**src/rtl/adc_stat_pkg.sv**
```systemverilog
package adc_stat_pkg;
  localparam int unsigned CSR_W     = 16;
  localparam int unsigned B_EN      = 0;
  localparam int unsigned B_RUN     = 1;
  localparam int unsigned B_CIE     = 4;
  localparam int unsigned B_OIE     = 5;
  localparam int unsigned B_CF      = 8;
  localparam int unsigned B_OW      = 9;
  localparam int unsigned B_BUSY    = 10;
  localparam int unsigned B_CHAN_LO = 12;

  typedef struct packed {
    logic en;
    logic run;
    logic cie;
    logic oie;
  } ctl_t;

  typedef struct packed {
    logic busy;
    logic cf;
    logic ow;
  } flg_t;
endpackage

```
**src/rtl/adc_ctrl_reg.sv**
```systemverilog
module adc_ctrl_reg
  import adc_stat_pkg::*;
(
  input  logic             clk,
  input  logic             rst_n,
  input  logic             csr_wr,
  input  logic [CSR_W-1:0] wdata,
  output ctl_t             ctl
);
  ctl_t ctl_q;
  ctl_t ctl_n;
  logic ctl_ld;

  assign ctl_ld = csr_wr;

  always_comb begin
    ctl_n     = ctl_q;
    ctl_n.en  = wdata[B_EN];
    ctl_n.run = wdata[B_RUN] & wdata[B_EN];
    ctl_n.cie = wdata[B_CIE];
    ctl_n.oie = wdata[B_OIE];
  end

  always_ff @(posedge clk or negedge rst_n) begin
    if (!rst_n) begin
      ctl_q <= '0;
    end else if (ctl_ld) begin
      ctl_q <= ctl_n;
    end
  end

  assign ctl = ctl_q;
endmodule

```
**src/rtl/adc_flag_unit.sv**
```systemverilog
module adc_flag_unit
  import adc_stat_pkg::*;
#(
  parameter int unsigned DATA_W = 16,
  parameter int unsigned CHAN_W = 3
) (
  input  logic              clk,
  input  logic              rst_n,
  input  ctl_t              ctl,
  input  logic              trig,
  input  logic              done,
  input  logic [DATA_W-1:0] res_in,
  input  logic [CHAN_W-1:0] chan_in,
  input  logic              res_rd,
  input  logic              ow_clr,
  output flg_t              flg,
  output logic [CHAN_W-1:0] chan,
  output logic [DATA_W-1:0] result
);
  flg_t              flg_q, flg_n;
  logic [CHAN_W-1:0] chan_q;
  logic [DATA_W-1:0] res_q;
  logic              evt_done;
  logic              evt_trig;
  logic              res_ld;
  logic              chan_ld;

  assign evt_done = done & ctl.en;
  assign evt_trig = trig & ctl.en & ctl.run;
  assign res_ld   = evt_done;
  assign chan_ld  = evt_trig;

  always_comb begin
    flg_n      = flg_q;
    flg_n.busy = ctl.en & ctl.run & (flg_q.busy | evt_trig);
    if (evt_done) begin
      flg_n.cf = 1'b1;
    end else if (res_rd) begin
      flg_n.cf = 1'b0;
    end
    if (evt_done && flg_q.cf && !res_rd) begin
      flg_n.ow = 1'b1;
    end else if (ow_clr) begin
      flg_n.ow = 1'b0;
    end
  end

  always_ff @(posedge clk or negedge rst_n) begin
    if (!rst_n) begin
      flg_q <= '0;
    end else begin
      flg_q <= flg_n;
    end
  end

  always_ff @(posedge clk or negedge rst_n) begin
    if (!rst_n) begin
      res_q <= '0;
    end else if (res_ld) begin
      res_q <= res_in;
    end
  end

  always_ff @(posedge clk or negedge rst_n) begin
    if (!rst_n) begin
      chan_q <= '0;
    end else if (chan_ld) begin
      chan_q <= chan_in;
    end
  end

  assign flg    = flg_q;
  assign chan   = chan_q;
  assign result = res_q;
endmodule

```
**src/rtl/adc_irq_gen.sv**
```systemverilog
module adc_irq_gen
  import adc_stat_pkg::*;
(
  input  ctl_t ctl,
  input  flg_t flg,
  output logic irq
);
  logic cmp_req;
  logic ovr_req;

  assign cmp_req = flg.cf & ctl.cie;
  assign ovr_req = flg.ow & ctl.oie;
  assign irq     = cmp_req | ovr_req;
endmodule

```
**src/rtl/adc_status_regs.sv**
```systemverilog
module adc_status_regs
  import adc_stat_pkg::*;
#(
  parameter int unsigned ADDR_W   = 2,
  parameter int unsigned DATA_W   = 16,
  parameter int unsigned CHAN_W   = 3,
  parameter int unsigned CSR_ADDR = 0,
  parameter int unsigned RES_ADDR = 1
) (
  input  logic              clk,
  input  logic              rst_n,
  input  logic [ADDR_W-1:0] bus_addr,
  input  logic              bus_wr,
  input  logic              bus_rd,
  input  logic [CSR_W-1:0]  bus_wdata,
  output logic [CSR_W-1:0]  bus_rdata,
  input  logic              cnv_trig,
  input  logic              cnv_done,
  input  logic [DATA_W-1:0] cnv_data,
  input  logic [CHAN_W-1:0] cnv_chan,
  output logic              conv_en,
  output logic              conv_run,
  output logic              irq
);
  localparam logic [ADDR_W-1:0] A_CSR = ADDR_W'(CSR_ADDR);
  localparam logic [ADDR_W-1:0] A_RES = ADDR_W'(RES_ADDR);

  logic [1:0]        rst_sync;
  logic              rst_int_n;
  logic              csr_sel;
  logic              res_sel;
  logic              csr_wr;
  logic              res_rd;
  logic              ow_clr;
  ctl_t              ctl;
  flg_t              flg;
  logic [CHAN_W-1:0] chan;
  logic [DATA_W-1:0] result;
  logic [CSR_W-1:0]  csr_val;

  always_ff @(posedge clk or negedge rst_n) begin
    if (!rst_n) begin
      rst_sync <= 2'b00;
    end else begin
      rst_sync <= {rst_sync[0], 1'b1};
    end
  end
  assign rst_int_n = rst_sync[1];

  assign csr_sel = (bus_addr == A_CSR);
  assign res_sel = (bus_addr == A_RES);
  assign csr_wr  = bus_wr & csr_sel;
  assign res_rd  = bus_rd & res_sel;
  assign ow_clr  = csr_wr & bus_wdata[B_OW];

  adc_ctrl_reg i_ctrl (
    .clk    (clk),
    .rst_n  (rst_int_n),
    .csr_wr (csr_wr),
    .wdata  (bus_wdata),
    .ctl    (ctl)
  );

  adc_flag_unit #(
    .DATA_W (DATA_W),
    .CHAN_W (CHAN_W)
  ) i_flags (
    .clk     (clk),
    .rst_n   (rst_int_n),
    .ctl     (ctl),
    .trig    (cnv_trig),
    .done    (cnv_done),
    .res_in  (cnv_data),
    .chan_in (cnv_chan),
    .res_rd  (res_rd),
    .ow_clr  (ow_clr),
    .flg     (flg),
    .chan    (chan),
    .result  (result)
  );

  adc_irq_gen i_irq (
    .ctl (ctl),
    .flg (flg),
    .irq (irq)
  );

  always_comb begin
    csr_val                      = '0;
    csr_val[B_EN]                = ctl.en;
    csr_val[B_RUN]               = ctl.run;
    csr_val[B_CIE]               = ctl.cie;
    csr_val[B_OIE]               = ctl.oie;
    csr_val[B_CF]                = flg.cf;
    csr_val[B_OW]                = flg.ow;
    csr_val[B_BUSY]              = flg.busy;
    csr_val[B_CHAN_LO +: CHAN_W] = chan;
  end

  always_comb begin
    if (csr_sel) begin
      bus_rdata = csr_val;
    end else if (res_sel) begin
      bus_rdata = CSR_W'(result);
    end else begin
      bus_rdata = '0;
    end
  end

  assign conv_en  = ctl.en;
  assign conv_run = ctl.run;
endmodule

```
**config.mk**
```make
export PLATFORM = sky130hd
export DESIGN_NAME = adc_status_regs
export DESIGN_NICKNAME = d
export VERILOG_FILES = /design/src/rtl/adc_stat_pkg.sv /design/src/rtl/adc_ctrl_reg.sv /design/src/rtl/adc_flag_unit.sv /design/src/rtl/adc_irq_gen.sv /design/src/rtl/adc_status_regs.sv
export SDC_FILE = /design/constraint.sdc
export NUM_CORES = 1
export LEC_CHECK = 0
export BUFFER_PORTS_ARGS = -buffer_cell sky130_fd_sc_hd__buf_2
export CAP_MARGIN = 40
export CORE_MARGIN = 4
export CORE_UTILIZATION = 41
export CTS_CLUSTER_SIZE = 16
export DETAILED_ROUTE_END_ITERATION = 8
export GPL_TIMING_DRIVEN = 0
export PLACE_DENSITY_LB_ADDON = 0.15
export SETUP_SLACK_MARGIN = 0.4
export SYNTH_ARGS = -nofsm -noshare
export SYNTH_HDL_FRONTEND = slang
export SYNTH_SLANG_ARGS = --single-unit
```
**constraint.sdc**
```tcl
create_clock -name clk -period 0.89 [get_ports clk]
set_input_delay 0.089 -clock clk [delete_from_list [all_inputs] [get_ports clk]]
set_output_delay 0.089 -clock clk [all_outputs]
set_load 0.01 [all_outputs]
```
# Word-level counts from Yosys, hierarchy flattened
# Cells that the tools add are included.
op_classes:
  n_eq_ne: 1
  muxes: 6
  bitwise: 13
  reduce_logical: 6
ops:
  columns: ["operator", "count"]
  rows:
  - ["two-way mux 16 bit", 2]
  - ["bitwise AND 1 bit", 11]
  - ["two-way mux 1 bit", 4]
  - ["nonzero test 2 bit", 2]
  - ["== test 2 x 1 -> 1 bit, second input constant", 1]
  - ["logical AND 1 bit", 2]
  - ["zero test 2 bit", 1]
  - ["OR 1 bit", 2]
  - ["zero test 1 bit", 1]
word_totals:
  register_bits: 28
  in_bits: 43
  output_inout_bits: 19
  elab_cells: 36

# Longest topological paths before layout
logic_depth:
  depth_word: 5
  depth_mapped: 3
  ltp_nobuf: 2

# Hierarchy
# A second synthesis with hierarchy kept.
hier_totals:
  cells_unflattened: 95
  hier_area_um2: 1287.5
by_module_without_submodules:
  columns: ["module", "instances", "cells_each", "area_each_um2", "seq_area_each_um2"]
  rows:
  - ["adc_flag_unit", 1, 49, 852.1, 550.5]
  - ["adc_status_regs", 1, 35, 279.0, 50.0]
  - ["adc_ctrl_reg", 1, 10, 147.6, 100.1]
  - ["adc_irq_gen", 1, 1, 8.8, 0.0]

# Worst setup path before layout
# No wires, ideal clock.
synth_path:
  kind: "register to register"
  startpoint: "reg i_ctrl.ctl_q, in the netlist i_ctrl.ctl[3]"
  endpoint: "reg i_flags.res_q[10] (netlist: i_flags.result[10])"
  arrival_ps: 1055
  t_required_ps: 765
  setup_slack_ps: -290
  stages_incl_launch_ff: 4
  path_buffers: 1
  period_less_slack_ps: 1180
  path_cell_list: "dfrtp_1 -> nand2_4 -> buf_6 -> mux2_4"
synth_between:
  elab_chain_cells: 1
synth_lines:
  columns: ["element", "line_no", "text"]
  rows:
  - ["from (decl)", "adc_ctrl_reg.sv:10", "ctl_t ctl_q;"]
  - ["from (signal assigned)", "adc_ctrl_reg.sv:28", "ctl_q <= ctl_n;"]
  - ["bitwise AND 1 bit", "adc_flag_unit.sv:28", "assign evt_done = done & ctl.en;"]
  - ["to (signal assigned)", "adc_flag_unit.sv:60", "res_q <= res_in;"]
  - ["to (decl)", "adc_flag_unit.sv:22", "logic [DATA_W-1:0] res_q;"]
# Every way passes these cells.
# A chain may end at the register's enable or synchronous reset.

# Final worst setup path
layout_path:
  startpoint: "reg i_ctrl.ctl_q, in the netlist i_ctrl.ctl[3]"
  endpoint: "out bus_rdata[0]"
layout_between:
  elab_chain_cells: 1
layout_lines:
  columns: ["element", "line_no", "text"]
  rows:
  - ["two-way mux 16 bit", "adc_status_regs.sv:101", "if (csr_sel) begin"]
  - ["to (decl)", "adc_status_regs.sv:16", "output logic [CSR_W-1:0] bus_rdata,"]
# Every way passes these cells.

==> impl_metrics.tcl <==
set metrics [dict create \
    top_layer "met4" \
    numPortBuffers 50 \
    skew_ps 3.41 \
    timing.rr.start "i_ctrl.ctl[3]$_DFFE_PN0P_" \
    wl_met1_mm 1.24 \
    placed_cell_area_mm2 0.00164 \
    cts_tree "built" \
    finish.utilization 0.655 \
    max_freq_ghz 0.817 \
    ys_seq_area_frac 0.537 \
    rr_worst_depth 4 \
    endpoint "bus_rdata[0]" \
    criticalPathCategory "reg -> out" \
    remaining_drc_errors 0 \
    p_seq_frac 0.462 \
    grt_pass1_vias 1022 \
    status "finished with violations" \
    setup_viol 41 \
    wl_per_cell_um 13.6 \
    critical_path_arrival_ps 1130 \
    maxSlewViolCount 0 \
    clkPwrFrac 0.131 \
    fin_crit_ps 1220 \
    synthDistinctLibCells 22 \
    finalWirelength_mm 2.88 \
    postRouteAntennaNets 0 \
    critPathLaunchType "flip-flop" \
    grt_pass1_wl_mm 4.60 \
    synth_nets 138 \
    antenna_found_initial 0 \
    holdWs_ps -10.7 \
    syn_inst 95 \
    fp.coreArea_mm2 0.00305 \
    dr_wl_met3_um 110 \
    vias 978 \
    met2_length_mm 1.52 \
    clk_pin_slew_worst_paths_ps 140 \
    startpoint "i_ctrl.ctl[3]$_DFFE_PN0P_" \
    grtUsageTotal 0.142 \
    syn2layout_area_growth_pct 53.3 \
    post-route-cell-area_mm2 0.00200 \
    grt_overflow 0 \
    pin_count 62 \
    hold_viol 14 \
    initial_core_util 0.427 \
    cts_hold_buf 1 \
    syn_avg_cell_area_um2 13.7 \
    rows 20 \
    synth_top_cell_by_area "dfrtp_1" \
    p_sw_mw 1.11 \
    avgViaCountPerCell 4.61 \
    violations "hold timing, setup timing" \
    drv_cap 0 \
    synth_area_mm2 0.00131 \
    synth_top_area_frac 0.537 \
    gp_congestion 0.731 \
    drtIter0Drc 18 \
    synth_warnings 0 \
    dp_hpwl_mm 1.96 \
    finalCritPeriodShare 1.37 \
    insertion_delay_ps 320 \
    setup_ws_ps -333 \
    cp_max_fo 5 \
    root_buffer "clkbuf_4" \
    end_kind "output pin" \
    n_antenna_cell 0 \
    rsz0062_at_grt "true" \
    die_w_um 64.4 \
    cp.required_ps 800 \
    timing.rr.end "i_flags.chan[1]$_DFFE_PN0P_" \
    power_frac_comb 0.407 \
    cts_buffers 3 \
    p_leak_nw 1.07 \
    nets 212 \
    dr.pass1.iters 3 \
    final_layout_size_suffix_gt1_frac 0.655 \
    nFillCells 265 \
    regToRegSetupSlack_ps -310 \
    final-seq-area_um2 706 \
    fp.dieH_um 64.4 \
    worst_slew_pin_slew_ps 517 \
    swShare 0.279 \
    p_int_mw 2.86 \
    synth_area_leaders "dfrtp_1 (54%), mux2_2 (12%), mux2_4 (9.2%), mux2i_1 (8.4%), and2_1 (2.9%)" \
    grt_max_degree 16 \
    slew_headroom 0.655 \
    multiInputGateArea_um2 664 \
    hold_class "in -> reg" \
    power_density_mw_per_mm2 1980 \
    clk_path_buf_depth 2 \
    cts_max_level 1 \
    dieArea_mm2 0.00415 \
    clock-sinks 28 \
    ys_ff_latch 28 \
    ir_worst_vdd_mv 0.882 \
]
[stage by stage]
step	TNS, ps	power (mW)	worst slack [ps]	hold WS, ps	instances
after global placement	-6090	2.88	-306	-126	189
after global routing	-11780	4.23	-403	-40.1	212
after floorplan	-3700	2.57	-250	-207	95
after CTS	-9900	3.77	-354	-24.5	203
final	-9630	3.97	-333	-10.7	212
after detailed placement	-6540	2.92	-313	-123	189
[state kept, by name, indices dropped and copies added, names as in the netlist]
| register | count |
|---|---|
| i_flags.flg | 3 |
| rst_sync | 2 |
| i_flags.chan | 3 |
| i_ctrl.ctl | 4 |
| i_flags.result | 16 |
[metal layers]
| metal | global-route usage | vias to the layer above |
|---|---|---|
| met5 | 0 | - |
| met4 | 0.0396 | 0 |
| met3 | 0.0191 | 2 |
| met2 | 0.254 | 21 |
| met1 | 0.181 | 483 |
| li1 | - | 472 |
[synth_stat cells (all sizes together)]
cell type	n
nor2	10
and2	6
conb	1
o21ai	1
nand2	2
nor4bb	1
buf	2
inv	3
mux2	22
nand3	1
nor3b	1
mux2i	11
nor2b	1
dfrtp	28
o211a	1
a22o	1
and3b	1
clkbuf	1
o32ai	1
[critical path: stages (launching register included)]
cell and delay, ps:
dfrtp_2 470, mux2i_1 140, nor2_1 50, buf_2 160
[timing repair]
item                                   CTS  global route
setup buffers                            8             9
setup endpoints to repair               71            46
cloned                                   1             0
resized for setup                       25             6
endpoints found under the hold margin   24            22
pin swaps                                3             2
[power by group through the flow]
stage,combinational (mW),clock (mW),sequential (mW)
after floorplan,0.748,0,1.82
after global placement,1.01,0,1.87
after detailed placement,1.04,0,1.88
after CTS,1.39,0.542,1.83
after global routing,1.74,0.612,1.88
final,1.62,0.521,1.83
[kinds of logic (layout without fill, tap and decap cells)]
kind of cell,after synthesis,count (layout),synth area share
AO/OA/AOI/OAI,4,4,0.0307
buffers and inverters,6,79,0.0259
flip-flops,28,28,0.537
multiplexers,33,33,0.297
other,1,1,0.00287
AND/OR/NAND/NOR,23,23,0.106
[cell usage in the layout, fill, tap and decap left out, types with 2 or more instances in the layout]
cell and n:
clkbuf_4 3, inv_1 2, and2_4 6, buf_12 3, mux2_4 21, nor2_1 10
dfrtp_1 26, buf_4 10, mux2i_1 11, clkbuf_1 2, buf_6 13, buf_2 43
[worst min-delay path by stage]
stage,start,endpoint,slack [ps],cells after the start
after floorplan,rst_n,rst_sync[0]$_DFF_PN0_,-210,0
after global placement,rst_n,rst_sync[0]$_DFF_PN0_,-130,1
after detailed placement,rst_n,rst_sync[0]$_DFF_PN0_,-120,1
after CTS,cnv_data[0],i_flags.result[0]$_DFFE_PN0P_,-20,2
after global routing,cnv_data[0],i_flags.result[0]$_DFFE_PN0P_,-40,2
final,cnv_data[0],i_flags.result[0]$_DFFE_PN0P_,-10,2
[area by class of cell]
type,count,share of cell area
Sequential cell,28,0.353
Multi-Input combinational cell,61,0.332
Timing Repair Buffer,69,0.253
Tap cell,44,0.0275
Buffer,3,0.0156
Clock buffer,4,0.0131
Inverter,3,0.00563
No activity file was read; power rests on OpenSTA's default activity.
